[src/rtl/ileave_sel_pkg.sv]
package ileave_sel_pkg;
  localparam int COMMIT_BIT = 0;
  localparam int GRAN_LSB   = 4;
  localparam int GRAN_W     = 4;
  localparam int WAYS_LSB   = 8;
  localparam int WAYS_W     = 4;

  localparam logic [1:0] RA_CTRL = 2'd0;
  localparam logic [1:0] RA_LO   = 2'd1;
  localparam logic [1:0] RA_HI   = 2'd2;

  typedef struct packed {
    logic ldCtrl;
    logic ldLo;
    logic ldHi;
    logic lookup;
  } selStrobe_t;
endpackage

[src/rtl/ileave_sel_ctrl.sv]
module ileave_sel_ctrl
  import ileave_sel_pkg::*;
#(
  parameter int REG_AW = 2
) (
  input  logic              clk,
  input  logic              rstN,
  input  logic              regWe,
  input  logic [REG_AW-1:0] regAddr,
  input  logic              reqValid,
  output selStrobe_t        st,
  output logic              rspValid
);
  always_comb begin
    st        = '0;
    st.ldCtrl = regWe && (regAddr == REG_AW'(RA_CTRL));
    st.ldLo   = regWe && (regAddr == REG_AW'(RA_LO));
    st.ldHi   = regWe && (regAddr == REG_AW'(RA_HI));
    st.lookup = reqValid;
  end

  always_ff @(posedge clk) begin
    if (!rstN) rspValid <= 1'b0;
    else       rspValid <= st.lookup;
  end

  a_r2_onehot_load: assert property (@(posedge clk) disable iff (!rstN)
    $onehot0({st.ldCtrl, st.ldLo, st.ldHi}));
endmodule

[src/rtl/ileave_sel_dpath.sv]
module ileave_sel_dpath
  import ileave_sel_pkg::*;
#(
  parameter int ADDR_W     = 48,
  parameter int PORT_W     = 8,
  parameter int LANES      = 4,
  parameter int GRAN_SHIFT = 8
) (
  input  logic                  clk,
  input  logic                  rstN,
  input  selStrobe_t            st,
  input  logic [LANES*PORT_W-1:0] wrData,
  input  logic [ADDR_W-1:0]     reqAddr,
  output logic                  rspHit,
  output logic [PORT_W-1:0]     rspPort
);
  localparam int DATA_W  = LANES * PORT_W;
  localparam int ENTRIES = 2 * LANES;
  localparam int IDX_W   = $clog2(ENTRIES);
  localparam int SH_W    = $clog2(ADDR_W) + 1;

  logic [DATA_W-1:0] ctrlReg, loReg, hiReg;

  always_ff @(posedge clk) begin
    if (!rstN) begin
      ctrlReg <= '0;
      loReg   <= '0;
      hiReg   <= '0;
    end else begin
      if (st.ldCtrl) ctrlReg <= wrData;
      if (st.ldLo)   loReg   <= wrData;
      if (st.ldHi)   hiReg   <= wrData;
    end
  end

  logic              committed;
  logic [GRAN_W-1:0] granCode;
  logic [WAYS_W-1:0] waysCode;
  assign committed = ctrlReg[COMMIT_BIT];
  assign granCode  = ctrlReg[GRAN_LSB +: GRAN_W];
  assign waysCode  = ctrlReg[WAYS_LSB +: WAYS_W];

  logic [SH_W-1:0]   shAmt;
  logic [ADDR_W-1:0] chunkNum;
  logic [IDX_W-1:0]  idxMask, tgtIdx;
  logic              waysOk;

  assign shAmt    = SH_W'(GRAN_SHIFT) + SH_W'(granCode);
  assign chunkNum = reqAddr >> shAmt;
  assign waysOk   = (waysCode <= WAYS_W'(IDX_W));

  for (genvar b = 0; b < IDX_W; b++) begin : g_mask
    assign idxMask[b] = (waysCode > WAYS_W'(b));
  end
  assign tgtIdx = chunkNum[IDX_W-1:0] & idxMask;

  logic [PORT_W-1:0] laneSel [ENTRIES];
  for (genvar e = 0; e < ENTRIES; e++) begin : g_lane
    if (e < LANES) begin : g_lo
      assign laneSel[e] = loReg[e*PORT_W +: PORT_W];
    end else begin : g_hi
      assign laneSel[e] = hiReg[(e-LANES)*PORT_W +: PORT_W];
    end
  end

  logic hitNow;
  assign hitNow = committed && waysOk;

  always_ff @(posedge clk) begin
    if (!rstN) begin
      rspHit  <= 1'b0;
      rspPort <= '0;
    end else if (st.lookup && hitNow) begin
      rspHit  <= 1'b1;
      rspPort <= laneSel[tgtIdx];
    end else begin
      rspHit  <= 1'b0;
      rspPort <= '0;
    end
  end

  // uncommitted decoder never reports a target
  a_r3_uncommitted_miss: assert property (@(posedge clk) disable iff (!rstN)
    (st.lookup && !ctrlReg[COMMIT_BIT]) |=> !rspHit);
  // illegal way count never reports a target
  a_r8_bad_ways_miss: assert property (@(posedge clk) disable iff (!rstN)
    (st.lookup && (ctrlReg[WAYS_LSB +: WAYS_W] > WAYS_W'(IDX_W))) |=> !rspHit);
  // control word holds without a load strobe
  a_r2_ctrl_hold: assert property (@(posedge clk) disable iff (!rstN)
    !st.ldCtrl |=> $stable(ctrlReg));
endmodule

[src/rtl/ileave_target_sel.sv]
module ileave_target_sel
  import ileave_sel_pkg::*;
#(
  parameter int ADDR_W = 48,
  parameter int PORT_W = 8,
  parameter int LANES  = 4,
  parameter int REG_AW = 2
) (
  input  logic                    clk,
  input  logic                    rstN,
  input  logic                    regWe,
  input  logic [REG_AW-1:0]       regAddr,
  input  logic [LANES*PORT_W-1:0] regWdata,
  input  logic                    reqValid,
  input  logic [ADDR_W-1:0]       reqAddr,
  output logic                    rspValid,
  output logic                    rspHit,
  output logic [PORT_W-1:0]       rspPort
);
  selStrobe_t st;

  ileave_sel_ctrl #(.REG_AW(REG_AW)) u_ctrl (
    .clk(clk), .rstN(rstN), .regWe(regWe), .regAddr(regAddr),
    .reqValid(reqValid), .st(st), .rspValid(rspValid)
  );

  ileave_sel_dpath #(.ADDR_W(ADDR_W), .PORT_W(PORT_W), .LANES(LANES)) u_dpath (
    .clk(clk), .rstN(rstN), .st(st), .wrData(regWdata), .reqAddr(reqAddr),
    .rspHit(rspHit), .rspPort(rspPort)
  );

  // no hit or port without a valid response
  a_r9_quiet_when_idle: assert property (@(posedge clk) disable iff (!rstN)
    !rspValid |-> (!rspHit && rspPort == '0));
  // response follows a request by one cycle
  a_r9_valid_follows_req: assert property (@(posedge clk) disable iff (!rstN)
    reqValid |=> rspValid);
endmodule

[config.mk]
export PLATFORM = sky130hd
export DESIGN_NAME = ileave_target_sel
export DESIGN_NICKNAME = d
export VERILOG_FILES = /design/src/rtl/ileave_sel_pkg.sv /design/src/rtl/ileave_sel_ctrl.sv /design/src/rtl/ileave_sel_dpath.sv /design/src/rtl/ileave_target_sel.sv
export SDC_FILE = /design/constraint.sdc
export NUM_CORES = 1
export LEC_CHECK = 0
export ABC_AREA = 1
export ABC_CLOCK_PERIOD_IN_PS = 3800
export BUFFER_PORTS_ARGS = -buffer_cell sky130_fd_sc_hd__buf_2
export CAP_MARGIN = 30
export CELL_PAD_IN_SITES_DETAIL_PLACEMENT = 0
export CELL_PAD_IN_SITES_GLOBAL_PLACEMENT = 1
export CORE_MARGIN = 2
export CORE_UTILIZATION = 35
export CTS_CLUSTER_DIAMETER = 100
export DETAILED_ROUTE_END_ITERATION = 10
export PLACE_DENSITY_LB_ADDON = 0.1
export SLEW_MARGIN = 20
export SYNTH_ARGS = -nofsm -noshare
export SYNTH_HDL_FRONTEND = slang
export SYNTH_SLANG_ARGS = --single-unit
[constraint.sdc]
create_clock -name clk -period 3.8 [get_ports clk]
set_input_delay 0.19 -clock clk [delete_from_list [all_inputs] [get_ports clk]]
set_output_delay 0.19 -clock clk [all_outputs]
set_load 0.01 [all_outputs]
=== Word level (Yosys, flattened, before mapping) ===
Index checks and enable logic that the tools add are counted.

* Input bits: 86
* Register bits: 86
* Logic and storage cells: 28

* Add/subtract/negate cells: 1
* Shift operators: 1
* Reductions and logical operators: 7
* $lt $le $gt $ge: 5
* Multiplexer cells: 4
* Bitwise logic cells: 2
* Eq/ne operators: 2

{| class="wikitable"
|+ Operators with widths
! kind !! number
|-
| $shr 48x7->3 || 1
|-
| $bmux 8 s3 || 1
|-
| $mux 8 || 2
|-
| $gt 4x1->1 const B || 2
|-
| $add 4x4->5 const A || 1
|-
| $logic_and 1x1->1 || 5
|-
| $ge 4x4->1 const B || 1
|-
| $gt 4x2->1 const B || 1
|-
| $le 4x2->1 const B || 1
|-
| $not 3->4 || 1
|-
| $and 3x3->3 || 1
|-
| $eq 2x1->1 const B || 1
|-
| $eq 2x2->1 const B || 1
|-
| $logic_not 2->1 || 1
|-
| $reduce_and 2->1 || 1
|-
| $mux 1 || 1
|}

=== Depth between registers and ports, before layout ===
* Word-level depth: 7
* Depth in mapped cells: 13

=== By module ===
Synthesis repeated with hierarchy kept, for this count alone.

* Cells, all modules: 585
* Area total of the unflattened synthesis: 4075.2 µm²

{| class="wikitable"
|+ By module, submodules not included
! module !! area each (µm²) !! times used !! cells each
|-
| ileave_sel_dpath || 4013.8 || 1 || 574
|-
| ileave_sel_ctrl || 61.3 || 1 || 11
|}

=== Worst setup path before layout ===
Ideal clock, no wire load.

* Path kind: register to register
* From: register u_dpath.ctrlReg[10]
* To: register u_dpath.rspPort[1]
* Required time: 3.687 ns
* Period minus slack after synthesis: 1.614 ns
* Path slack: 2.186 ns
* Setup time: 0.113 ns
* Arrival: 1.501 ns
* Cell stages (with the launch flop): 12
* Cell sequence: dfxtp_1 > nor2_1 > inv_1 > nor2_1 > nand2_1 > nand3_1 > buf_2 > nand2_1 > nand3_1 > nand2_1 > nor2_1 > nor2_1

* Cells in the longest elaborated chain, start to end: 6

{| class="wikitable"
|+ Ends and longest elaborated chain
! item !! line !! text
|-
| from (decl) || ileave_sel_dpath.sv:22 || <nowiki>logic [DATA_W-1:0] ctrlReg, loReg, hiReg;</nowiki>
|-
| from (signal assigned) || ileave_sel_dpath.sv:30 || <nowiki>if (st.ldCtrl) ctrlReg <= wrData;</nowiki>
|-
| $gt 4x1->1 / $gt 4x2->1 (equally long branches) || ileave_sel_dpath.sv:53 || <nowiki>assign idxMask[b] = (waysCode > WAYS_W'(b));</nowiki>
|-
| $and 3x3->3 || ileave_sel_dpath.sv:55 || <nowiki>assign tgtIdx = chunkNum[IDX_W-1:0] & idxMask;</nowiki>
|-
| $not 3->4 (implied by the code) || ileave_sel_dpath.sv:75 || <nowiki>rspPort <= laneSel[tgtIdx];</nowiki>
|-
| $bmux 8 s3 || ileave_sel_dpath.sv:75 ||
|-
| $mux 8 (implied by the code) (2 in series) || ileave_sel_dpath.sv:75 ||
|-
| to (signal assigned) || ileave_sel_dpath.sv:75 ||
|-
| to (decl) || ileave_sel_dpath.sv:15 || <nowiki>output logic [PORT_W-1:0] rspPort</nowiki>
|}

Parallel ways exist; a longest one is shown, timed or not. The select of a mux whose other input is x is not followed.
A chain may end at the register's enable or synchronous reset.

=== Final worst setup path ===
* From: register u_dpath.ctrlReg[4]
* To: register u_dpath.rspPort[1]

* Cells in the longest elaborated chain, start to end: 7

{| class="wikitable"
|+ Ends and longest elaborated chain
! item !! line !! text
|-
| $add 4x4->5 || ileave_sel_dpath.sv:48 || <nowiki>assign shAmt = SH_W'(GRAN_SHIFT) + SH_W'(granCode);</nowiki>
|-
| $shr 48x7->3 || ileave_sel_dpath.sv:49 || <nowiki>assign chunkNum = reqAddr >> shAmt;</nowiki>
|-
| $and 3x3->3 || ileave_sel_dpath.sv:55 ||
|-
| $not 3->4 (implied by the code) || ileave_sel_dpath.sv:75 ||
|-
| $bmux 8 s3 || ileave_sel_dpath.sv:75 ||
|-
| $mux 8 (implied by the code) (2 in series) || ileave_sel_dpath.sv:75 ||
|}

Every way passes these cells. The select of a mux whose other input is x is not followed.

==> flow_metrics.py <==
metrics = {
    "run_status": {
        "status": "completed",
    },
    "placement": {
        "io_buffers": 65,
        "dpl_worst_slack_ns": 1.05,
        "dpl.hpwl_mm": 7.49,
        "place_congestion": 0.762,
        "post_dp_cell_area_mm2": 0.00435,
    },
    "layout": {
        "drive_above_1_share_pct": 16.2,
        "fin_area_mm2": 0.00461,
        "mostFrequentLayoutCell": "nand2_1",
        "syn_to_final_growth_pct": 16.0,
        "final_cell_mix": "86 x nand2_1, 83 x dfxtp_1, 75 x o21ai_0, 71 x inv_1, 65 x buf_2",
        "nets": 710,
        "antenna_cells": 0,
        "fin_util_pct": 42.0,
    },
    "power": {
        "power.density_mw_per_mm2": 450,
        "p_seq_share_pct": 44.8,
        "p_sw_uw": 605,
        "swShare_pct": 29.1,
        "pwr-share-clk_pct": 37.8,
        "ir_drop_v": 0.000220,
        "p_leak_uw": 0.00203,
        "p_int_uw": 1470,
        "combPwrFrac_pct": 17.4,
    },
    "clock_network": {
        "cts-htree-levels": 3,
        "cts_buffer_depth": 2,
        "hold_buffers": 0,
        "cts_tree": "done",
        "clockRootBuffer": "clkbuf_16",
        "cts_resized": 0,
        "cts.sinks": 83,
        "postCtsSetupBuffers": 0,
        "clk_latency_ns": 0.34,
        "cts_inserted_buffers": 9,
        "clk_pin_slew_ns": 0.06,
    },
    "logic_synthesis": {
        "netlist_area_mm2": 0.00398,
        "syn_nets": 665,
        "yosys-top-cells-area": "dfxtp_1 42%, o21ai_0 9.4%, nand2_1 8.1%, a21oi_1 7.8%, nand3_1 7.7%",
        "yosysWarnings": 0,
        "yosysTopAreaCell": "dfxtp_1",
        "synth_seq_cells": 83,
        "synth_top_area_share_pct": 41.8,
        "ys_seq_area_share_pct": 41.8,
        "syn_avg_cell_area_um2": 6.87,
        "synth.distinct_cells": 20,
        "synthCells": 579,
    },
    "global_route": {
        "grt_pass1_vias": 3630,
        "grt_usage_pct": 19.1,
        "grt_pass1_wl_mm": 18.9,
        "antenna_found_initial": 0,
        "grt_overflow": 0,
        "grt_max_degree": 75,
    },
    "die": {
        "coreArea_mm2": 0.0110,
        "die_area_mm2": 0.0122,
        "pin_count": 96,
        "die_y_um": 111,
        "rows": 38,
        "start_util_pct": 36.2,
        "die_w_um": 111,
    },
    "worst_setup_path": {
        "crit_start": "u_dpath.ctrlReg[4]",
        "arrival_ns": 2.97,
        "critical_path_class": "register to register",
        "endpoint_kind": "register",
        "rr_startpoint": "u_dpath.ctrlReg[4]",
        "start_kind": "register",
        "crit_fanout": 40,
        "cp.required_ns": 4.03,
    },
    "timing": {
        "max_freq_ghz": 0.366,
        "final_max_slew_viol_count": 0,
        "period_share_pct": 71.9,
        "finalClockSkew_ns": 0.00785,
        "fin_crit_ns": 2.73,
        "grt_setup_unrepaired": "no",
        "fin_ws_ns": 1.07,
        "relSlewSlack_pct": 39.4,
        "tns_ns": 0,
        "worst_pin_slew_ns": 0.904,
        "setup_viol": 0,
        "hold_viol_final": 0,
    },
    "worst_hold_path": {
        "hp-class": "primary input to register",
        "hp-start": "reqValid",
    },
    "routing": {
        "num_vias": 3872,
        "dr.first_iter.drc_count": 224,
        "routed_via_density": 5.04,
        "drc": 0,
        "wl_per_cell_um": 14.8,
        "wl_mm": 11.3,
        "ant_nets": 0,
        "drt_pass1_iterations": 4,
    },
    "run": {
        "maxCapViolCount": 0,
    },
}
[cell families (layout without fill, tap and decap cells)]
group | Yosys count | in the layout | share of synthesized area [%]
flops | 83 | 83 | 41.8
buf+inv | 111 | 161 | 11.6
compound gates | 149 | 149 | 19.2
simple gates | 236 | 236 | 27.4
[flip-flops by register name, summed over array words and instances, names as in the netlist]
register,count
u_dpath.rspPort,8
u_dpath.ctrlReg,9
u_ctrl.rspValid,1
u_dpath.hiReg,32
u_dpath.rspHit,1
u_dpath.loReg,32
[path summary, 6_finish.rpt]
check / to / slack [ns] / depth (start not counted)
worst max register to register: u_dpath.rspPort[1] / 1.07 / 13
worst max-delay path: u_dpath.rspPort[1] / 1.07 / 13
worst min register to register: u_dpath.loReg[18] / 0.45 / 2
worst min-delay path: u_ctrl.rspValid / 0.08 / 3
[through the flow]
stage	cells	hold WS (ns)	power (uW)
5_1_grt	769	0.0795	2210
4_1_cts	769	0.0662	2100
3_5_place_dp	753	0.421	1310
6_report	769	0.0808	2080
2_1_floorplan	579	0.317	1200
3_3_place_gp	753	0.419	1310
[cells in the mapped netlist (all sizes together)]
| master | count |
|---|---|
| nand3 | 71 |
| nand2 | 86 |
| a21oi | 63 |
| dfxtp | 83 |
| clkbuf | 25 |
| nor2 | 54 |
| nand4 | 24 |
| nor3 | 1 |
| o21ai | 84 |
| buf | 13 |
| inv | 73 |
| o211ai | 2 |
[layout make-up]
class                   instances  area, um^2
clock buffers                  11         233
well taps                     140         175
repair buffers                 72         378
multi-input cells             385        1860
inverters                      73         274
fillers                      1177        6370
clock inverters                 5        30.0
flip-flops and latches         83        1660
[routing by layer]
metal	global-route usage [%]	part of all wire (%)
met4	6.83	1.8
met5	0	0
met1	26.2	49
met2	29.6	46
met3	4.23	3.6
[power groups by stage]
stage | logic [uW] | clock network (uW) | registers, uW
2_1_floorplan | 259 | 0 | 943
3_3_place_gp | 360 | 0 | 948
3_5_place_dp | 363 | 0 | 949
4_1_cts | 364 | 803 | 930
5_1_grt | 416 | 856 | 934
6_report | 362 | 785 | 930
[critical path, cell delays in order, from the launching register on]
cell and delay (ns):
dfxtp_1 0.71, inv_2 0.27, nand2_1 0.14, nand3_1 0.07
nand3_1 0.12, nand3_2 0.08, buf_4 0.24, nand3_1 0.12
buf_4 0.38, nand2_1 0.13, nand3_1 0.12, nand2_1 0.06
nor2_1 0.10, nor2_1 0.06
(Power assumes the default switching activity.)
